==> config.mk <==
export PLATFORM = sky130hd
export DESIGN_NAME = pfs_serial_master
export DESIGN_NICKNAME = d
export VERILOG_FILES = /design/src/rtl/pfs_serial_master.sv
export SDC_FILE = /design/constraint.sdc
export NUM_CORES = 1
export LEC_CHECK = 0
export BUFFER_PORTS_ARGS = -buffer_cell sky130_fd_sc_hd__buf_2
export CORE_ASPECT_RATIO = 1.75
export CORE_MARGIN = 3
export CORE_UTILIZATION = 57
export DETAILED_ROUTE_END_ITERATION = 12
export GPL_ROUTABILITY_DRIVEN = 0
export GPL_TIMING_DRIVEN = 0
export HOLD_SLACK_MARGIN = 0.02
export PLACE_DENSITY = 0.87
export SYNTH_ARGS = -nofsm -noshare
export SYNTH_HDL_FRONTEND = slang
export SYNTH_SLANG_ARGS = --single-unit
==> constraint.sdc <==
create_clock -name clk -period 2.8 [get_ports clk]
set_input_delay 0.14 -clock clk [delete_from_list [all_inputs] [get_ports clk]]
set_output_delay 0.14 -clock clk [all_outputs]
set_load 0.02 [all_outputs]
==> src/rtl/pfs_serial_master.sv <==
module pfs_serial_master #(
  parameter int WORD_W  = 16,
  parameter int DIV_W   = 8,
  parameter int LEN_W   = 5,
  parameter int MIN_LEN = 4
) (
  input  logic              clk,
  input  logic              rst_n,
  input  logic [DIV_W-1:0]  cfg_div,
  input  logic [LEN_W-1:0]  cfg_len,
  input  logic              tx_avail,
  input  logic [WORD_W-1:0] tx_word,
  output logic              tx_pop,
  input  logic              rx_full,
  output logic [WORD_W-1:0] rx_word,
  output logic              rx_push,
  input  logic              ovr_clr,
  output logic              ovr_flag,
  output logic              sclk,
  output logic              fss,
  output logic              txd_o,
  output logic              txd_oe,
  input  logic              rxd,
  output logic              busy
);

  localparam logic [LEN_W-1:0] WORD_L = LEN_W'(WORD_W);
  localparam logic [LEN_W-1:0] MIN_L  = LEN_W'(MIN_LEN);

  typedef enum logic [1:0] {IDLE, SYNC, BITS} st_t;

  st_t               st;
  logic [DIV_W-1:0]  cnt, half;
  logic [LEN_W-1:0]  len_eff, bits_left;
  logic [WORD_W-1:0] tx_sh, rx_sh;
  logic              edge_due, rise_evt, fall_evt, last, start;

  assign half     = (cfg_div < DIV_W'(2)) ? DIV_W'(1) : (cfg_div >> 1);
  assign len_eff  = (cfg_len < MIN_L) ? MIN_L : ((cfg_len > WORD_L) ? WORD_L : cfg_len);

  assign edge_due = (st != IDLE) && (cnt == half - DIV_W'(1));
  assign rise_evt = edge_due && !sclk;
  assign fall_evt = edge_due && sclk;
  assign last     = (st == BITS) && rise_evt && (bits_left == '0);
  assign start    = tx_avail && ((st == IDLE) || last);

  assign tx_pop   = start;
  assign rx_push  = last && !rx_full;
  assign rx_word  = rx_sh;
  assign busy     = (st != IDLE);
  assign txd_oe   = busy;
  assign txd_o    = (st == BITS) ? tx_sh[WORD_W-1] : 1'b0;

  always_ff @(posedge clk or negedge rst_n) begin
    if (!rst_n) begin
      st        <= IDLE;
      cnt       <= '0;
      sclk      <= 1'b0;
      fss       <= 1'b0;
      tx_sh     <= '0;
      rx_sh     <= '0;
      bits_left <= '0;
    end else if (start) begin
      st        <= SYNC;
      cnt       <= '0;
      sclk      <= 1'b1;
      fss       <= 1'b1;
      tx_sh     <= tx_word << (WORD_L - len_eff);
      rx_sh     <= '0;
      bits_left <= len_eff;
    end else if (last) begin
      st   <= IDLE;
      cnt  <= '0;
      sclk <= 1'b0;
    end else if (st != IDLE) begin
      if (edge_due) begin
        cnt  <= '0;
        sclk <= ~sclk;
        if (rise_evt) begin
          fss <= 1'b0;
          if (st == SYNC) st <= BITS;
          else            tx_sh <= tx_sh << 1;
        end else if (fall_evt && st == BITS) begin
          rx_sh     <= {rx_sh[WORD_W-2:0], rxd};
          bits_left <= bits_left - LEN_W'(1);
        end
      end else begin
        cnt <= cnt + DIV_W'(1);
      end
    end
  end

  always_ff @(posedge clk or negedge rst_n) begin
    if (!rst_n)                ovr_flag <= 1'b0;
    else if (last && rx_full)  ovr_flag <= 1'b1;
    else if (ovr_clr)          ovr_flag <= 1'b0;
  end


  idle_quiet_chk: assert property (@(posedge clk) disable iff (!rst_n)
    !busy |-> (!sclk && !fss && !txd_oe));


  sync_on_rise_chk: assert property (@(posedge clk) disable iff (!rst_n)
    $rose(fss) |-> $rose(sclk));


  pop_starts_frame_chk: assert property (@(posedge clk) disable iff (!rst_n)
    tx_pop |=> (fss && sclk && busy));


  txd_hold_chk: assert property (@(posedge clk) disable iff (!rst_n)
    (st == BITS && !rise_evt) |=> $stable(txd_o));


  no_push_full_chk: assert property (@(posedge clk) disable iff (!rst_n)
    rx_push |-> !rx_full);


  ovr_sticky_chk: assert property (@(posedge clk) disable iff (!rst_n)
    (ovr_flag && !ovr_clr) |=> ovr_flag);

endmodule

==> results.yml <==
status:
  run_status: "complete, but fails checks"
  violations: "setup timing"
synth:
  yosys.cell_count.top_type: "dfrtp_1"
  post_synth_inst_count: 343
  post_synthesis_net_count: 382
  yosysTopAreaCell: "dfrtp_1"
  post_synth.cell_area_avg_um2: 9.81
  synth-async-reset-ratio_pct: 100
  synth.area.top_cells: "dfrtp_1 (37%), mux2i_1 (11%), mux4_2 (4.7%)"
  yosysTopAreaCellShare_pct: 37.2
  edff_count_synth: 0
  total_of_flip_flops_plus_latches_after_synthesis: 50
  postSynth.topFlopCell: "dfrtp_1"
  synth_top_cells_by_count: "dfrtp_1 (50), mux2i_1 (38), nor2_1 (33)"
  yosysWarnings: 0
  post_synth_instance_area_um2: 3360
  synth_cell_types: 62
  synth_seq_area_share_pct: 37.2
clock_tree:
  h_tree_level_count: 2
  cts.reportedPaths.clkPinSlew_ps: 80
  clk_latency_ps: 310
  cts_tree: "built"
  cts.root.buffer_cell: "clkbuf_8"
  cts_buffers: 5
  cts.sinks: 50
  cts_buffer_depth: 2
grt:
  wire_length_of_the_first_global_routing_pass_um: 12800
  first_global_vias: 2846
  antenna_found_initial: 0
  largest_net_degree_at_the_start_of_global_routing: 51
  grt_usage_pct: 23.6
  grt_overflow_total: 0
route:
  dr_total_vias: 2929
  post_drt_wl_per_cell_um: 16.4
  ant_nets: 0
  first_iter_violations: 192
  totalWireLength_um: 8020
  drc_errors: 0
  vias_per_cell: 5.98
  drt_first_pass_iters: 4
placement:
  io_buffer_count: 57
  detailedPlacementHpwl_um: 5960
  pre_cts_ws_ps: -646
  placedCellCount: 476
sta:
  slew_violations: 0
  clock.fmax_mhz: 353
  setup_repair_after_global_routing_missed_its_margin: "true"
  worst_slew_pin_slew_ps: 1070
  finalHoldViolCount: 0
  setup-violations-final: 1
  finalWorstSetupSlack_ps: -30.8
  timing.final.crit_share_pct: 101
  timing.max_slew.rel_slack_pct: 28.5
  worst_clock_skew_ps: 2.87
  final_period_minus_worst_setup_slack_ps: 2830
run:
  timing.max_cap.violations: 0
final_layout:
  drive_gt1_share_pct: 29.5
  fin_nets: 453
  finalNonFillerCells: 490
  area.growth.synth_to_final_pct: 16.9
  n_antenna_cell: 0
  final_util_pct: 69.8
setup_path:
  critical_path.startpoint_type: "flip-flop"
  ff2ff_setup_slack_ps: 50
  worstPathMaxFanout: 6
  worstReg2RegEnd: "tx_sh[13]$_DFFE_PN0P_"
  capturing_instance_or_port_of_the_critical_path: "tx_pop"
  launch_instance_of_the_worst_register_to_register_path: "bits_left[1]$_DFFE_PN0P_"
  crit_path_start: "bits_left[1]$_DFFE_PN0P_"
  critPathKind: "reg -> out"
  worstRegToRegCells: 11
  critPathRequiredTime_ps: 2660
  endpoint_kind: "primary output"
  crit_arrival_ps: 2690
die:
  die-area_um2: 6900
  core_region_area_um2: 5630
  std_cell_rows: 36
  floorplan.die.height_um: 108
  io_pins: 59
  die_w_um: 64.1
  initial_core_util_pct: 59.8
power_and_ir_drop:
  vdd_ir_drop_max_uv: 266
  power_per_cell_area_nw_per_um2: 641
  power.leakage_nw: 1.85
  finalPower_mw: 2.52
worst_hold_path:
  type_of_the_most_critical_hold_path: "in -> async"
stage by stage:
step | hold WS, ps | cell area (µm²) | setup TNS [ps]
2_1_floorplan | -156 | 3360 | 0
3_3_place_gp | 332 | 3740 | -7970
3_5_place_dp | 353 | 3740 | -8230
4_1_cts | 20.7 | 3860 | -92.6
5_1_grt | 44.9 | 3930 | -293
6_report | 17.3 | 3930 | -30.8
worst min-delay path by stage:
stage	slack, ps	cells after the start	endpoint	start
2_1_floorplan	-160	0	bits_left[0]$_DFFE_PN0P_	rst_n
3_3_place_gp	330	2	ovr_flag$_DFFE_PN0P_	ovr_clr
3_5_place_dp	350	2	ovr_flag$_DFFE_PN0P_	ovr_clr
4_1_cts	20	2	ovr_flag$_DFFE_PN0P_	ovr_clr
5_1_grt	40	2	ovr_flag$_DFFE_PN0P_	ovr_clr
6_report	20	1	rx_word[9]$_DFFE_PN0P_	rst_n
cells in the final DEF, fill, tap and decap left out, types with 3 or more instances in the layout:
cell,synthesis,layout
o21ai_0,16,16
clkbuf_1,6,4
a31oi_1,5,5
nand2b_1,6,6
nor3_1,7,7
dfrtp_1,50,50
inv_1,9,7
nand2_1,27,26
xor2_1,8,8
a22oi_1,7,7
buf_4,3,10
nor4_1,3,3
or3_1,6,5
and3_1,5,5
mux2i_1,38,38
buf_2,5,62
a221o_1,8,8
clkbuf_8,0,5
nand3_1,11,11
a21oi_1,16,16
buf_6,1,3
mux4_2,7,7
o221a_2,7,7
nor2_1,33,32
xnor2_1,9,9
nor2b_1,4,4
worst max-delay path: stages (launching register included):
cell and delay [ps]:
dfrtp_1 410, inv_2 90, ha_4 130, or3b_4 370
or3_4 410, nor3b_4 190, nand2_1 100, o31a_4 390
clkinv_4 80, buf_6 110, buf_6 110
cells by family after synthesis:
group / after synthesis / synth area share, %
and+or+nand+nor: 118 / 18.3
AOI/OAI and AO/OA: 81 / 18.3
DFF: 50 / 37.2
muxes: 47 / 16.7
buffers and inverters: 26 / 3.68
xor gates and xnor gates: 17 / 4.43
adders and majority gates: 4 / 1.49
final cells by class:
class                      count  area, µm²
sequential                    50       1250
tap                           76       95.1
multi-input combinational    267       2020
clock inverter                 1       7.51
fill                         447       1700
clock buffer                   6       72.6
inverter                      10       42.5
buffer                        14       83.8
timing repair buffer          66        357
repair_timing:
item,4_1_cts,5_1_grt
endpoints found under the setup margin,14,13
buffers inserted,1,7
hold buffers,0,0
pin swaps,1,4
gates resized for setup,9,9
cloned,0,1
layer usage:
metal	wire (µm)	track usage (%)	vias up	part of all wire, %
met4	267	11.1	0	3.3
met1	3040	24.9	1422	38
li1	-	-	1420	-
met2	4500	45.3	68	56
met3	212	2.30	19	2.6
met5	0	0	-	0
state kept, by name, summed over array words and instances, names as in the netlist:
| signal | count |
|---|---|
| cnt | 8 |
| tx_sh | 16 |
| ovr_flag | 1 |
| rx_word | 16 |
| st | 2 |
| fss | 1 |
| bits_left | 5 |
| sclk | 1 |
power breakdown:
part	leakage (nW)	switching (mW)	internal, mW
clock	0.0373	0.232	0.172
sequential	0.648	0.199	0.932
combinational	1.16	0.492	0.492
No activity file was read; power rests on OpenSTA's default activity.
